===== config.mk =====
export PLATFORM = sky130hd
export DESIGN_NAME = bt656_line_framer
export DESIGN_NICKNAME = d
export VERILOG_FILES = /design/src/rtl/bt656_framer_pkg.sv /design/src/rtl/lf_line_timer.sv /design/src/rtl/lf_byte_mux.sv /design/src/rtl/bt656_line_framer.sv
export SDC_FILE = /design/constraint.sdc
export NUM_CORES = 1
export LEC_CHECK = 0
export BUFFER_PORTS_ARGS = -buffer_cell sky130_fd_sc_hd__buf_2
export CAP_MARGIN = 20
export CORE_ASPECT_RATIO = 0.6
export CORE_UTILIZATION = 53
export DETAILED_ROUTE_END_ITERATION = 6
export PLACE_DENSITY = 0.75
export RECOVER_POWER = 100
export SYNTH_ARGS = -nofsm -noshare
export SYNTH_HDL_FRONTEND = slang
export SYNTH_HIERARCHICAL = 1
export SYNTH_SLANG_ARGS = --single-unit

===== constraint.sdc =====
create_clock -name clk_i -period 3.85 [get_ports clk_i]
set_input_delay 0.5775 -clock clk_i [delete_from_list [all_inputs] [get_ports clk_i]]
set_output_delay 0.5775 -clock clk_i [all_outputs]
set_load 0.05 [all_outputs]

===== src/rtl/bt656_framer_pkg.sv =====
package bt656_framer_pkg;

  localparam int ACTIVE_LEN = 1440;
  localparam int CODE_LEN   = 4;

  localparam logic [7:0] BLANK_EVEN = 8'h80;
  localparam logic [7:0] BLANK_ODD  = 8'h10;

  typedef enum logic [1:0] {
    PH_EAV,
    PH_BLANK,
    PH_SAV,
    PH_ACT
  } phase_e;

  // status byte with protection bits
  function automatic logic [7:0] status_byte(input logic f, input logic v, input logic h);
    return {1'b1, f, v, h, v ^ h, f ^ h, f ^ v, f ^ v ^ h};
  endfunction

  // keep payload out of the reserved code values
  function automatic logic [7:0] clamp_byte(input logic [7:0] b);
    if (b == 8'h00) return 8'h01;
    if (b == 8'hFF) return 8'hFE;
    return b;
  endfunction

endpackage


===== src/rtl/lf_line_timer.sv =====
module lf_line_timer
  import bt656_framer_pkg::*;
#(
  parameter int          CNT_W   = 12,
  parameter logic [11:0] LEN_RST = 12'd1728
) (
  input  logic             clk_i,
  input  logic             rst_ni,
  input  logic [CNT_W-1:0] line_len_i,
  input  logic             field_i,
  input  logic             vblank_i,
  output phase_e           phase_o,
  output logic [1:0]       idx_o,
  output logic             blank_odd_o,
  output logic             field_o,
  output logic             vblank_o
);

  localparam logic [CNT_W-1:0] ACT_OFS = CNT_W'(ACTIVE_LEN);
  localparam logic [CNT_W-1:0] SAV_OFS = CNT_W'(ACTIVE_LEN + CODE_LEN);
  localparam logic [CNT_W-1:0] CODE_END = CNT_W'(CODE_LEN);

  logic [CNT_W-1:0] pos_q, len_q;
  logic             f_q, v_q;
  logic [CNT_W-1:0] sav_start, act_start;
  logic             line_start, line_end;

  assign line_start = (pos_q == '0);
  assign line_end   = (pos_q == len_q - 1'b1);
  assign sav_start  = len_q - SAV_OFS;
  assign act_start  = len_q - ACT_OFS;

  always_ff @(posedge clk_i or negedge rst_ni) begin
    if (!rst_ni) begin
      pos_q <= '0;
      len_q <= CNT_W'(LEN_RST);
      f_q   <= 1'b0;
      v_q   <= 1'b0;
    end else begin
      pos_q <= line_end ? '0 : pos_q + 1'b1;
      if (line_start) begin
        len_q <= line_len_i;
        f_q   <= field_i;
        v_q   <= vblank_i;
      end
    end
  end

  always_comb begin
    idx_o = pos_q[1:0];
    if (pos_q < CODE_END) begin
      phase_o = PH_EAV;
    end else if (pos_q < sav_start) begin
      phase_o = PH_BLANK;
    end else if (pos_q < act_start) begin
      phase_o = PH_SAV;
      idx_o   = pos_q[1:0] - sav_start[1:0];
    end else begin
      phase_o = PH_ACT;
    end
  end

  assign blank_odd_o = pos_q[0];
  assign field_o     = f_q;
  assign vblank_o    = v_q;


  pos_range_chk: assert property (@(posedge clk_i) disable iff (!rst_ni)
    pos_q < len_q);


  flag_hold_chk: assert property (@(posedge clk_i) disable iff (!rst_ni)
    (pos_q != CNT_W'(1)) |-> ($stable(f_q) && $stable(v_q)));

endmodule


===== src/rtl/lf_byte_mux.sv =====
module lf_byte_mux
  import bt656_framer_pkg::*;
(
  input  logic       clk_i,
  input  logic       rst_ni,
  input  phase_e     phase_i,
  input  logic [1:0] idx_i,
  input  logic       blank_odd_i,
  input  logic       field_i,
  input  logic       vblank_i,
  input  logic       bypass_i,
  input  logic [7:0] data_i,
  output logic [7:0] data_o,
  output logic       code_o,
  output logic       act_o
);

  logic [7:0] data_d, data_q;
  logic       code_d, code_q, act_d, act_q;
  logic       live_q;

  always_comb begin
    data_d = data_i;
    code_d = 1'b0;
    act_d  = 1'b0;
    if (!bypass_i) begin
      unique case (phase_i)
        PH_EAV, PH_SAV: begin
          code_d = 1'b1;
          unique case (idx_i)
            2'd0:    data_d = 8'hFF;
            2'd3:    data_d = status_byte(field_i, vblank_i, phase_i == PH_EAV);
            default: data_d = 8'h00;
          endcase
        end
        PH_BLANK: data_d = blank_odd_i ? BLANK_ODD : BLANK_EVEN;
        default: begin
          act_d  = 1'b1;
          data_d = clamp_byte(data_i);
        end
      endcase
    end
  end

  always_ff @(posedge clk_i or negedge rst_ni) begin
    if (!rst_ni) begin
      data_q <= 8'h00;
      code_q <= 1'b0;
      act_q  <= 1'b0;
      live_q <= 1'b0;
    end else begin
      data_q <= data_d;
      code_q <= code_d;
      act_q  <= act_d;
      live_q <= 1'b1;
    end
  end

  assign data_o = data_q;
  assign code_o = code_q;
  assign act_o  = act_q;


  clamp_chk: assert property (@(posedge clk_i) disable iff (!rst_ni)
    act_q |-> (data_q != 8'h00 && data_q != 8'hFF));


  xy_parity_chk: assert property (@(posedge clk_i) disable iff (!rst_ni)
    (code_q && data_q[7] && data_q != 8'hFF) |->
      (data_q[3] == (data_q[5] ^ data_q[4]) && data_q[2] == (data_q[6] ^ data_q[4]) &&
       data_q[1] == (data_q[6] ^ data_q[5]) && data_q[0] == (data_q[6] ^ data_q[5] ^ data_q[4])));


  bypass_chk: assert property (@(posedge clk_i) disable iff (!rst_ni)
    (live_q && $past(bypass_i)) |-> (data_q == $past(data_i) && !code_q && !act_q));


  blank_chk: assert property (@(posedge clk_i) disable iff (!rst_ni)
    (live_q && !$past(bypass_i) && !code_q && !act_q) |->
      (data_q == BLANK_EVEN || data_q == BLANK_ODD));


  code_start_chk: assert property (@(posedge clk_i) disable iff (!rst_ni)
    ($rose(code_q) && !$past(bypass_i) && !$past(bypass_i, 2)) |-> data_q == 8'hFF);

endmodule


===== src/rtl/bt656_line_framer.sv =====
module bt656_line_framer
  import bt656_framer_pkg::*;
#(
  parameter int          CNT_W   = 12,
  parameter logic [11:0] LEN_RST = 12'd1728
) (
  input  logic             clk_i,
  input  logic             rst_ni,
  input  logic [7:0]       data_i,
  input  logic             field_i,
  input  logic             vblank_i,
  input  logic             bypass_i,
  input  logic [CNT_W-1:0] line_len_i,
  output logic [7:0]       data_o,
  output logic             code_o,
  output logic             act_o
);

  phase_e     phase;
  logic [1:0] idx;
  logic       blank_odd, f_lat, v_lat;

  lf_line_timer #(.CNT_W(CNT_W), .LEN_RST(LEN_RST)) u_timer (
    .clk_i       (clk_i),
    .rst_ni      (rst_ni),
    .line_len_i  (line_len_i),
    .field_i     (field_i),
    .vblank_i    (vblank_i),
    .phase_o     (phase),
    .idx_o       (idx),
    .blank_odd_o (blank_odd),
    .field_o     (f_lat),
    .vblank_o    (v_lat)
  );

  lf_byte_mux u_mux (
    .clk_i       (clk_i),
    .rst_ni      (rst_ni),
    .phase_i     (phase),
    .idx_i       (idx),
    .blank_odd_i (blank_odd),
    .field_i     (f_lat),
    .vblank_i    (v_lat),
    .bypass_i    (bypass_i),
    .data_i      (data_i),
    .data_o      (data_o),
    .code_o      (code_o),
    .act_o       (act_o)
  );

endmodule


==> qor.txt <==
total DRC errors in the routed layout: 0
clock latency at the later pin of the worst-skew pair: 300 ps
dpl cell area: 3120 µm²
number of standard cells after synthesis: 294
number of levels the H-tree was split into: 2
distinct cell type count of the synthesized netlist: 48
Synth Area per Inst: 9.41 µm²
number of sinks handled by clock tree synthesis: 36
part of the Yosys area used for sequential elements: 32.7%
Final Hold Slack: 476 ps
Remaining Overflow, GRT: 0
summed instance area of the synthesized netlist: 2770 µm²
height of the chip: 58.0 µm
Area growth, synth to finish: 19.5%
required time at the worst-slack endpoint: 4050 ps
CP Cell Sequence: inv_1, ha_2, a21o_1, a21boi_2, a21oi_1, xor2_1, ha_1, nand3_2, a2111oi_4, a2111oi_4, nor3_4, mux2_4, inv_1, ha_4, nor2_4, o21ai_1, a32oi_1
fraction of final layout cells with drive strength greater than 1: 26.4%
worst vdd rail ir drop: 0.422 mV
flops & latches, synth: 36
total number of vias: 2399
Power, Total: 2.81 mW
Inst Count DP: 401
number of search-and-repair iterations in the first detailed-routing pass: 5
count of warnings emitted by yosys: 6
number of global-route vias before repair: 2126
master of the slowest instance on the critical path: sky130_fd_sc_hd__dfrtp_1
top-level port count: 35
average wire per cell in the routed design: 17.4 µm
Period minus WS final: 3750 ps
Async SR Flop Fraction: 100%
upper clock frequency limit: 267 MHz
clock tree from TritonCTS: built
area share of the largest cell type after synthesis: 28.9%
power per standard cell area: 850 nW/µm²
Finished Layout Cells: 412
CP Max Fanout: 3
ANT cells: 0
Worst-Margin Slew: 1960 ps
Buffers on Ports: 34
buffers and inverters on the worst path: 2
share of the core filled with cells: 69.2%
Largest delay share family, worst path: compound AO/OA/AOI/OAI gates
effective utilization at floorplan: 57.9%
Clock Tree Root: sky130_fd_sc_hd__clkbuf_8
cell with the most instances after synthesis: sky130_fd_sc_hd__dfrtp_1
via count normalized by instance count: 5.82
number of maximum-capacitance violations: 1
drt total wl: 7.18 mm
Final Cell Area: 3310 µm²
sort of element at the end of the critical path: flop
Worst path max stage delay: 390 ps
post-detailed-placement half-perimeter wirelength: 5.44 mm
worst rel slew slack: -31.0%
critical path launch point type: flop
overall die width: 95.3 µm
primary flip-flop cell chosen by synthesis mapping: sky130_fd_sc_hd__dfrtp_1
fraction of the cycle the final worst path needs: 97.4%
remaining antenna violation count: 0
synth top area cells: sky130_fd_sc_hd__dfrtp_1 (29%), sky130_fd_sc_hd__ha_1 (14%), sky130_fd_sc_hd__mux2_2 (6.5%)
Setup violations, final: 0
std cell rows: 19
outcome: complete, but fails checks
arrival time worst endpoint: 3940 ps
largest net degree at the start of global routing: 37
initial antenna violation count: 0
number of max-slew violations in the final report: 37
GP Congestion: 0.943
floorplan die area: 5520 µm²
most instantiated cells after synthesis: sky130_fd_sc_hd__dfrtp_1 (32), sky130_fd_sc_hd__ha_1 (31), sky130_fd_sc_hd__nor2_1 (24), sky130_fd_sc_hd__xnor2_1 (20), sky130_fd_sc_hd__nand2_1 (19)
fin worst setup slack: 102 ps
layout net count: 405
class of the tightest hold or removal check: in2reg
worst-case clock buffer depth: 2
worst setup slack after placement: -150 ps
CTS Buf Count: 5
Pleak: 1.51 nW
cell type contributing the most total cell area after synthesis: sky130_fd_sc_hd__dfrtp_1
Post-synth EDFFs: 0
post-route setup TNS: 0 ps
DR iter-0 viols: 237
violated checks: max-capacitance violations, max-slew violations
GRT Resource Usage Total: 27.4%
Syn Nets: 351
first-pass GRT wire length: 11.0 mm
register clock-pin slew on the reported worst setup and hold paths: 80 ps
core area: 4780 µm²
category of the critical setup timing path: reg2reg
post-route clock skew: 10.3 ps
final number of hold-violating endpoints: 0
-- cells in the final DEF, fill, tap and decap left out, types with 4 or more instances in the layout --
master                     instances
sky130_fd_sc_hd__o21ai_0          12
sky130_fd_sc_hd__nand2_1          18
sky130_fd_sc_hd__xor2_1           18
sky130_fd_sc_hd__a21oi_1          16
sky130_fd_sc_hd__dfrtp_1          32
sky130_fd_sc_hd__ha_1             29
sky130_fd_sc_hd__dfstp_2           4
sky130_fd_sc_hd__a21o_1            5
sky130_fd_sc_hd__nor2_1           22
sky130_fd_sc_hd__buf_2            23
sky130_fd_sc_hd__mux2_2           15
sky130_fd_sc_hd__nand4_1           5
sky130_fd_sc_hd__xnor2_1          20
sky130_fd_sc_hd__nor3_1            5
sky130_fd_sc_hd__nand3_1           7
sky130_fd_sc_hd__inv_1            18
sky130_fd_sc_hd__clkbuf_8          5
sky130_fd_sc_hd__and3_1            5
sky130_fd_sc_hd__clkbuf_1         14
sky130_fd_sc_hd__buf_4            19
-- state kept, by name (all words and copies together) (netlist names) --
register / cells
u_timer/len_q: 12
u_mux/data_o: 8
u_mux/act_o: 1
u_timer/vblank_o: 1
u_timer/pos_q: 12
u_timer/field_o: 1
u_mux/code_o: 1
-- report_power, final --
group          total, mW  switching [mW]  internal [mW]
Combinational       1.82            1.03          0.788
Sequential         0.718           0.190          0.528
Clock              0.272           0.146          0.126
-- logic make-up after synthesis --
| group | Yosys count | synth area share [%] |
|---|---|---|
| AO/OA/AOI/OAI | 56 | 13.4 |
| XOR/XNOR | 38 | 12.0 |
| adder cells (fa/ha/maj) | 32 | 14.7 |
| buffers and inverters | 28 | 4.11 |
| flip-flops | 36 | 32.7 |
| multiplexers | 17 | 6.87 |
| AND/OR/NAND/NOR | 87 | 16.1 |
-- final cells by class --
type	count	area (µm²)
inverter	18	67.6
fill	363	1470
timing repair buffer	57	318
tap	63	78.8
multi-input combinational	230	1850
clock inverter	3	18.8
clock buffer	5	68.8
sequential	36	906
-- routing by layer --
metal,track usage (%),wire (µm)
met5,0,0
met4,5.63,46
met3,6.43,808
met2,33.6,2730
met1,46.8,3600
-- path summary, 6_finish.rpt --
path / start / endpoint / slack [ps] / cells past startpoint
max reg2reg: u_timer/len_q[2] / u_mux/data_o[4] / 100 / 17
min reg2reg: u_timer/len_q[3] / u_timer/len_q[3] / 580 / 1
max in group asynchronous: rst_ni / u_mux/data_o[1] / 1890 / 1
max: u_timer/len_q[2] / u_mux/data_o[4] / 100 / 17
min in group asynchronous: rst_ni / u_timer/pos_q[10] / 830 / 1
min: bypass_i / u_mux/code_o / 480 / 2
-- what timing repair did --
item,CTS,global route
hold buffers,0,0
pin swaps,1,9
setup buffers,0,3
endpoints found under the setup margin,8,8
resized for setup,4,18
hold endpoints to repair,0,0
Note: power is estimated with default switching activity, not from simulation.
